[config.mk]
export PLATFORM = sky130hd
export DESIGN_NAME = irq_prio_ctrl
export DESIGN_NICKNAME = d
export VERILOG_FILES = /design/src/rtl/irq_prio_pkg.sv /design/src/rtl/irq_req_capture.sv /design/src/rtl/irq_prio_pick.sv /design/src/rtl/irq_svc_track.sv /design/src/rtl/irq_prio_ctrl.sv
export SDC_FILE = /design/constraint.sdc
export NUM_CORES = 1
export LEC_CHECK = 0
export ABC_AREA = 1
export BUFFER_PORTS_ARGS = -buffer_cell sky130_fd_sc_hd__clkbuf_2
export CAP_MARGIN = 10
export CORE_MARGIN = 8
export CORE_UTILIZATION = 24
export CTS_CLUSTER_SIZE = 28
export DETAILED_ROUTE_END_ITERATION = 16
export PLACE_DENSITY = 0.38
export SLEW_MARGIN = 25
export SYNTH_ARGS = -nofsm -noshare
export SYNTH_HDL_FRONTEND = slang
export SYNTH_SLANG_ARGS = --single-unit
[constraint.sdc]
create_clock -name clk -period 2.3 [get_ports clk]
set_input_delay 0 -clock clk [delete_from_list [all_inputs] [get_ports clk]]
set_output_delay 0 -clock clk [all_outputs]
set_load 0.005 [all_outputs]
[src/rtl/irq_prio_pkg.sv]
package irq_prio_pkg;
  typedef enum logic [1:0] {
    SEL_MASK = 2'd0,
    SEL_CFG  = 2'd1,
    SEL_CMD  = 2'd2,
    SEL_SVC  = 2'd3
  } reg_sel_e;

  localparam int CFG_EDGE_BIT = 0;
  localparam int CMD_EOI_BIT  = 0;
endpackage

[src/rtl/irq_req_capture.sv]
module irq_req_capture #(
  parameter int N = 8
) (
  input  logic         clk,
  input  logic         rst_n,
  input  logic         edge_mode,
  input  logic [N-1:0] req_in,
  input  logic [N-1:0] ack_clr,
  output logic [N-1:0] pending
);
  logic [N-1:0] prev_q;
  logic [N-1:0] rise;

  assign rise = req_in & ~prev_q;

  always_ff @(posedge clk or negedge rst_n) begin
    if (!rst_n) begin
      prev_q  <= '0;
      pending <= '0;
    end else begin
      prev_q <= req_in;
      if (edge_mode) pending <= (pending | rise) & ~ack_clr;
      else           pending <= req_in & ~ack_clr;
    end
  end
endmodule

[src/rtl/irq_prio_pick.sv]
module irq_prio_pick #(
  parameter int N = 8,
  localparam int IDX_W = $clog2(N)
) (
  input  logic [N-1:0]     pending,
  input  logic [N-1:0]     mask,
  input  logic [N-1:0]     isr,
  output logic             grant_ok,
  output logic [IDX_W-1:0] cand_idx
);
  function automatic logic [IDX_W-1:0] first_set(input logic [N-1:0] v);
    first_set = '0;
    for (int i = N - 1; i >= 0; i--) begin
      if (v[i]) first_set = IDX_W'(i);
    end
  endfunction

  logic [N-1:0]     eligible;
  logic [IDX_W-1:0] svc_idx;

  assign eligible = pending & ~mask;
  assign cand_idx = first_set(eligible);
  assign svc_idx  = first_set(isr);
  assign grant_ok = (|eligible) && (~|isr || cand_idx < svc_idx);
endmodule

[src/rtl/irq_svc_track.sv]
module irq_svc_track #(
  parameter int N = 8
) (
  input  logic         clk,
  input  logic         rst_n,
  input  logic [N-1:0] grant_set,
  input  logic         eoi,
  output logic [N-1:0] isr
);
  function automatic logic [N-1:0] lowest_bit(input logic [N-1:0] v);
    lowest_bit = v & (~v + N'(1));
  endfunction

  logic [N-1:0] eoi_clr;
  assign eoi_clr = eoi ? lowest_bit(isr) : '0;

  always_ff @(posedge clk or negedge rst_n) begin
    if (!rst_n) isr <= '0;
    else        isr <= (isr & ~eoi_clr) | grant_set;
  end
endmodule

[src/rtl/irq_prio_ctrl.sv]
module irq_prio_ctrl #(
  parameter int NUM_IRQ = 8,
  localparam int IDX_W  = $clog2(NUM_IRQ),
  localparam int DATA_W = NUM_IRQ,
  localparam int BASE_W = DATA_W - IDX_W
) (
  input  logic              clk,
  input  logic              rst_n,
  input  logic [NUM_IRQ-1:0] req_in,
  input  logic              cs_n,
  input  logic              rd_n,
  input  logic              wr_n,
  input  logic [1:0]        addr,
  input  logic [DATA_W-1:0] wdata,
  output logic [DATA_W-1:0] rdata,
  input  logic              ack,
  output logic              irq_out,
  output logic [DATA_W-1:0] vec_out
);
  import irq_prio_pkg::*;

  logic [NUM_IRQ-1:0] mask_q;
  logic               edge_q;
  logic [BASE_W-1:0]  base_q;
  logic [DATA_W-1:0]  vec_q;
  logic [NUM_IRQ-1:0] pending_q;
  logic [NUM_IRQ-1:0] isr_q;
  logic [NUM_IRQ-1:0] grant_set;
  logic [IDX_W-1:0]   cand_idx;
  logic               grant_ok;
  logic               wr_en;
  logic               rd_en;
  logic               eoi_pulse;
  logic               take;
  reg_sel_e           sel;

  assign sel       = reg_sel_e'(addr);
  assign wr_en     = !cs_n && !wr_n;
  assign rd_en     = !cs_n && !rd_n;
  assign eoi_pulse = wr_en && sel == SEL_CMD && wdata[CMD_EOI_BIT];
  assign take      = ack && grant_ok;
  assign grant_set = take ? (NUM_IRQ'(1) << cand_idx) : '0;

  irq_req_capture #(.N(NUM_IRQ)) u_cap (
    .clk(clk), .rst_n(rst_n), .edge_mode(edge_q), .req_in(req_in),
    .ack_clr(grant_set), .pending(pending_q)
  );

  irq_prio_pick #(.N(NUM_IRQ)) u_pick (
    .pending(pending_q), .mask(mask_q), .isr(isr_q),
    .grant_ok(grant_ok), .cand_idx(cand_idx)
  );

  irq_svc_track #(.N(NUM_IRQ)) u_svc (
    .clk(clk), .rst_n(rst_n), .grant_set(grant_set), .eoi(eoi_pulse), .isr(isr_q)
  );

  always_ff @(posedge clk or negedge rst_n) begin
    if (!rst_n) begin
      mask_q <= '1;
      edge_q <= 1'b0;
      base_q <= '0;
    end else if (wr_en) begin
      if (sel == SEL_MASK) mask_q <= wdata;
      if (sel == SEL_CFG) begin
        edge_q <= wdata[CFG_EDGE_BIT];
        base_q <= wdata[DATA_W-1:IDX_W];
      end
    end
  end

  always_ff @(posedge clk or negedge rst_n) begin
    if (!rst_n)     vec_q <= '0;
    else if (ack)   vec_q <= {base_q, take ? cand_idx : {IDX_W{1'b1}}};
  end

  always_comb begin
    rdata = '0;
    if (rd_en) begin
      case (sel)
        SEL_MASK: rdata = mask_q;
        SEL_CFG:  rdata = {base_q, {(IDX_W-1){1'b0}}, edge_q};
        SEL_CMD:  rdata = pending_q;
        SEL_SVC:  rdata = isr_q;
        default:  rdata = '0;
      endcase
    end
  end

  assign irq_out = grant_ok;
  assign vec_out = vec_q;
endmodule

# After elaboration in Yosys (flattened, before gate mapping)

Index checks and enable logic that the tools add are counted.

Bits in registers: 46
Bits of input ports: 24
Output and inout port bits: 17
Word-level logic and storage cells: 64

Add/subtract/negate cells: 1
Magnitude comparators: 1
Equality and inequality tests: 3
Shift operators: 1
Multiplexer cells: 22
Bitwise operators: 13
Reductions and logical operators: 16

Operator list:

| kind                                                                  | number |
|---|---|
| 3-bit two-way mux                                                     | 17 |
| 8-bit bitwise AND                                                     | 6 |
| 8-bit inverter                                                        | 5 |
| 8-bit two-way mux                                                     | 4 |
| 8-bit one-hot mux with 4 select lines                                 | 1 |
| 8-bit bitwise OR                                                      | 2 |
| 8-bit OR reduction                                                    | 2 |
| 8-bit by 1-bit adder with 8-bit output, second input constant         | 1 |
| 1-bit by 3-bit left shift with 8-bit output, first input constant     | 1 |
| 1-bit logical AND                                                     | 6 |
| 2-bit equality test, second input constant                            | 2 |
| 1-bit logical NOT                                                     | 4 |
| 2-bit AND reduction                                                   | 2 |
| 3-bit less-than comparator                                            | 1 |
| 2-bit by 1-bit equality test with 1-bit output, second input constant | 1 |
| 2-bit logical NOT                                                     | 1 |
| 1-bit logical OR                                                      | 1 |

# Depth between registers and ports, before layout

Depth in word-level cells: 18
Gate-level depth with buffers: 17

# Modules after synthesis

A second synthesis with hierarchy kept.

Cell total of the unflattened synthesis: 322
Area, all modules: 2,542.4 µm²

Modules (own cells, without submodules):

| module          | instances | cells an instance | area an instance (µm²) |
|---|---|---|---|
| irq_prio_ctrl   | 1         | 173               | 1,315.0 |
| irq_req_capture | 1         | 50                | 583.1 |
| irq_svc_track   | 1         | 37                | 339.1 |
| irq_prio_pick   | 1         | 62                | 305.3 |

# Worst setup path before layout

No wires, ideal clock.

Kind: register to register
From: reg mask_q[5]
To: reg u_cap.pending[0]
Arrival: 1,840 ps
Data required time: 2,187 ps
Path slack: 347 ps
Stages on the path, launching flop included: 16
Path buffers: 1
Clock period less this slack: 1,953 ps
Cell sequence: dfstp_2 > inv_1 > nand2_1 > nand2_1 > nor2_1 > nor3_4 > ha_1 > inv_1 > o21bai_1 > inv_1 > nand2_2 > nand2_2 > buf_6 > nand4_2 > nand2_1 > inv_1

Word-level cells in the longest chain between the ends: 16
Elaborated cells between the ends (all ways): 19
Those cells by class: 1 x order compare; 1 x shift; 8 x mux; 5 x bitwise; 4 x reduce/logical

Ends and longest elaborated chain:

| item                                 | line                                         | source |
|---|---|---|
| from (decl)                          | irq_prio_ctrl.sv:22                          | `logic [NUM_IRQ-1:0] mask_q;` |
| from (signal assigned)               | irq_prio_ctrl.sv:64                          | `if (sel == SEL_MASK) mask_q <= wdata;` |
| 8-bit inverter (*)                   | irq_prio_pick.sv:21                          | `assign eligible = pending & ~mask;` |
| 8-bit bitwise AND (*)                | irq_prio_pick.sv:21                          |  |
| 3-bit two-way mux (6 in series)      | irq_prio_pick.sv:14                          | `if (v[i]) first_set = IDX_W'(i);` |
| 3-bit less-than comparator           | irq_prio_pick.sv:24                          | `assign grant_ok = (\|eligible) && (~\|isr \|\| cand_idx < svc_idx);` |
| 1-bit logical OR                     | irq_prio_pick.sv:24                          |  |
| 1-bit logical AND                    | irq_prio_pick.sv:24                          |  |
| 1-bit logical AND                    | irq_prio_ctrl.sv:41                          | `assign take = ack && grant_ok;` |
| 8-bit two-way mux (*)                | irq_prio_ctrl.sv:42                          | `assign grant_set = take ? (NUM_IRQ'(1) << cand_idx) : '0;` |
| 8-bit inverter (*)                   | irq_req_capture.sv:22, irq_req_capture.sv:23 |  |
| 8-bit bitwise AND (on tied branches) | irq_req_capture.sv:23, irq_req_capture.sv:22 |  |
| 8-bit two-way mux (*)                | irq_req_capture.sv:22                        | `if (edge_mode) pending <= (pending \| rise) & ~ack_clr;` |
| to (signal assigned)                 | irq_req_capture.sv:22                        |  |
| to (signal assigned)                 | irq_req_capture.sv:23                        | `else pending <= req_in & ~ack_clr;` |
| to (decl)                            | irq_req_capture.sv:9                         | `output logic [N-1:0] pending` |

Mark *: on every way between the ends. The rest lies on a longest branch, timed or not.
A chain may end at the register's enable or synchronous reset.

# Worst setup path in the final report

From: reg mask_q[4]
To: out irq_out

Word-level cells in the longest chain between the ends: 10
Elaborated cells between the ends (all ways): 11
Those cells by class: 1 x order compare; 5 x mux; 2 x bitwise; 3 x reduce/logical

Ends and longest elaborated chain:

| item                            | line                | source |
|---|---|---|
| 8-bit inverter (*)              | irq_prio_pick.sv:21 |  |
| 8-bit bitwise AND (*)           | irq_prio_pick.sv:21 |  |
| 3-bit two-way mux (5 in series) | irq_prio_pick.sv:14 |  |
| 3-bit less-than comparator      | irq_prio_pick.sv:24 |  |
| 1-bit logical OR                | irq_prio_pick.sv:24 |  |
| 1-bit logical AND (*)           | irq_prio_pick.sv:24 |  |
| to (decl)                       | irq_prio_ctrl.sv:17 | `output logic irq_out,` |

Marks and branches as above.

==> results.py <==
metrics = {
    "outcome": {
        "outcome": "finished clean",
    },
    "die": {
        "floorplan.initialDensity_pct": 24.3,
        "die_width_um": 117,
        "dieArea_um2": 13700,
        "io_pins": 41,
        "floorplan.core_area_um2": 10100,
        "die_height_um": 117,
        "core.rowCount": 37,
    },
    "run": {
        "max-cap-violations": 0,
    },
    "layout": {
        "finish.utilization_pct": 31.2,
        "multi_input_area_um2": 1080,
        "antenna_cells": 0,
        "n_fill_cell": 1109,
        "num-nets-final": 403,
        "design_area_um2": 3170,
        "area_taken_by_flip_flops_and_latches_um2": 1160,
        "drive_above_1_share_pct": 25.1,
        "area_added_between_synthesis_and_finish_pct": 28.8,
    },
    "worst_setup_path": {
        "timing.critical_path.required_ns": 2.30,
        "crit_path_end_kind": "output port",
        "critical_path.max_fanout": 3,
        "timing.critical_path.mode_cell": "sky130_fd_sc_hd__nand2_1",
        "critical_path_arrival_ns": 2.13,
        "cp_slowest_stage_delay_ns": 0.55,
        "path_cells": "inv_1 > nand2_1 > nand2_1 > nor2_4 > nor3_4 > ha_1 > nand2_1 > nor2_1 > nand2_1 > nand2_2 > a21boi_2 > clkbuf_2",
        "worstSetupStartpointType": "flop",
        "crit_path_top_delay_cell": "sky130_fd_sc_hd__dfstp_2",
        "setup.worst_path.class": "flop to output port",
    },
    "clock_network": {
        "cts.reportedPaths.clkPinSlew_ns": 0.10,
        "max-clock-path-buffers": 2,
        "clock_latency_ns": 0.31,
        "tritoncts_num_sinks": 46,
        "cts_tree": "built",
        "htreeDepth": 2,
        "cts_root_buf": "sky130_fd_sc_hd__clkbuf_8",
        "numCtsBuffers": 5,
    },
    "detailed_routing": {
        "postRouteAntennaNets": 0,
        "drt_first_pass_iters": 6,
        "wl_met3_um": 324,
        "met2_length_um": 3350,
        "wl_per_cell_um": 14.0,
        "wirelength_met1_um": 3480,
        "detail_route.drc_violations": 0,
        "route.detailed.vias_per_inst": 4.22,
        "top_signal_layer_used": "met4",
        "wirelength_um": 7230,
        "dr_total_vias": 2174,
        "drt_iter0_drc": 69,
    },
    "placement": {
        "gp_routability_congestion": 0.803,
        "detailed_place.area_um2": 2860,
        "detailed_place_hpwl_um": 5640,
        "portBuffers": 40,
        "dpl_ws_ns": 0.0977,
    },
    "worst_hold_path": {
        "hp-class": "primary input to flop",
    },
    "synth": {
        "post_synth_instance_area_um2": 2460,
        "ys_top_cells_by_area": "sky130_fd_sc_hd__dfrtp_1, sky130_fd_sc_hd__nand2_1, sky130_fd_sc_hd__dfstp_2",
        "dominantRegCellSynth": "sky130_fd_sc_hd__dfrtp_1",
        "yosys.cell_types.count": 34,
        "postSynthRegisterBits": 46,
        "post-synth-top-area-fraction_pct": 38.7,
        "synth-seq-area-share_pct": 47.2,
        "post-synth-top-area-cell": "sky130_fd_sc_hd__dfrtp_1",
        "postSynthAreaPerCell_um2": 7.88,
        "synth_top_cells_by_count": "sky130_fd_sc_hd__nand2_1, sky130_fd_sc_hd__inv_1, sky130_fd_sc_hd__dfrtp_1",
        "synth_warnings": 0,
        "async_reset_ff_share_pct": 100,
        "synth.most_common_cell": "sky130_fd_sc_hd__nand2_1",
        "synth.net_count": 337,
        "syn_inst": 312,
        "synth_enable_flop_cells": 0,
    },
    "pwr": {
        "p_leak_nw": 1.61,
        "worst_ir_drop_vdd_uv": 343,
        "pwr_density_cell_nw_per_um2": 911,
    },
    "grt": {
        "gr-total-overflow": 0,
        "grt_pass1_wl_um": 11900,
        "global_route.usage.total_pct": 11.5,
        "grt_max_degree": 47,
        "initial_antenna_violation_count": 0,
        "grt_pass1_vias": 2218,
    },
    "timing": {
        "final.period_utilization_pct": 92.4,
        "worst_slack_ns": 0.174,
        "unrepaired_setup_endpoints_after_global_routing": "false",
        "setup_viol": 0,
        "final_hold_vios": 0,
        "max-slew-margin-rel_pct": 58.7,
        "maxClockFrequency_mhz": 470,
        "timing_worst_slew_pin_value_ns": 0.619,
        "maximum_clock_skew_at_final_layout_ns": 0.00851,
        "setup_tns_ns": 0,
        "finalCriticalPeriod_ns": 2.13,
        "timing.final.max_slew_violations": 0,
        "fin_worst_hold_slack_ns": 0.0500,
    },
}
==> routing by layer <==
layer	vias to the layer above	GRT usage, %
li1	1128	-
met1	1006	15.6
met2	33	18.2
met3	7	2.31
met4	0	2.82
met5	-	0
==> flip-flops by register name (all words and copies together), names as in the netlist <==
| name | count |
|---|---|
| u_cap.pending | 8 |
| mask_q | 8 |
| u_svc.isr | 8 |
| u_cap.prev_q | 8 |
| edge_q | 1 |
| base_q | 5 |
| vec_out | 8 |
==> power by group <==
group / internal (mW) / switching [mW]
Sequential: 1.00 / 0.144
Combinational: 0.431 / 0.676
Clock: 0.326 / 0.305
Total: 1.76 / 1.12
==> worst paths after layout <==
check,from,to,slack (ns),cells after the start
hold reg to reg,vec_out[3],vec_out[3],0.47,2
max in group asynchronous,rst_n,vec_out[0],1.56,3
setup reg to reg,mask_q[4],u_cap.pending[6],0.20,14
min in group asynchronous,rst_n,u_cap.prev_q[4],0.33,3
setup / recovery,mask_q[4],irq_out,0.17,12
hold / removal,wr_n,u_svc.isr[0],0.05,5
==> cell families (layout without fill, tap and decap cells) <==
| family | Yosys count | in the layout | share of synthesized area [%] |
|---|---|---|---|
| compound gates | 49 | 49 | 12.8 |
| flops | 46 | 46 | 47.2 |
| buf+inv | 60 | 127 | 9.62 |
| fa+ha+maj | 1 | 1 | 0.509 |
| simple gates | 156 | 156 | 29.9 |
==> layout by cell type, fill, tap and decap left out, drive strengths merged <==
cell type and n:
nand2 107, inv 52, clkbuf 45, dfrtp 38
nor2 25, o21ai 25, dlygate4sd3 17, nand4 11
buf 10, a221oi 8, dfstp 8, a21oi 7
a22o 5, nor3 5, or2 4, nand3 4
o221ai 2, clkinv 2, o21bai 1, a21boi 1
ha 1, bufinv 1
==> per-stage QoR <==
stage          instances  power (mW)
6_report             515        2.89
5_1_grt              515        3.12
4_1_cts              515        2.90
3_5_place_dp         490        2.23
3_3_place_gp         490        2.24
2_1_floorplan        312        1.86
==> area by class of cell <==
type	count	share of cell area [%]
Inverter	52	6.16
Multi-Input combinational cell	206	34.2
Sequential cell	46	36.7
Timing Repair Buffer	67	14.1
Clock inverter	3	1.38
Clock buffer	5	2.17
Tap cell	136	5.37
==> what timing repair did <==
action	in CTS	in global routing
hold buffers	17	0
setup buffers	0	0
endpoints found under the setup margin	1	20
resized for setup	1	5
hold endpoints to repair	60	0
==> critical path, delay by kind of cell (launching register included) <==
family | cells | cell delay (ns)
AOI/OAI and AO/OA | 1 | 0.14
adders and majority gates | 1 | 0.30
buffers and inverters | 2 | 0.17
DFF | 1 | 0.55
and+or+nand+nor | 8 | 0.65
Note: power is estimated with default switching activity, not from simulation.
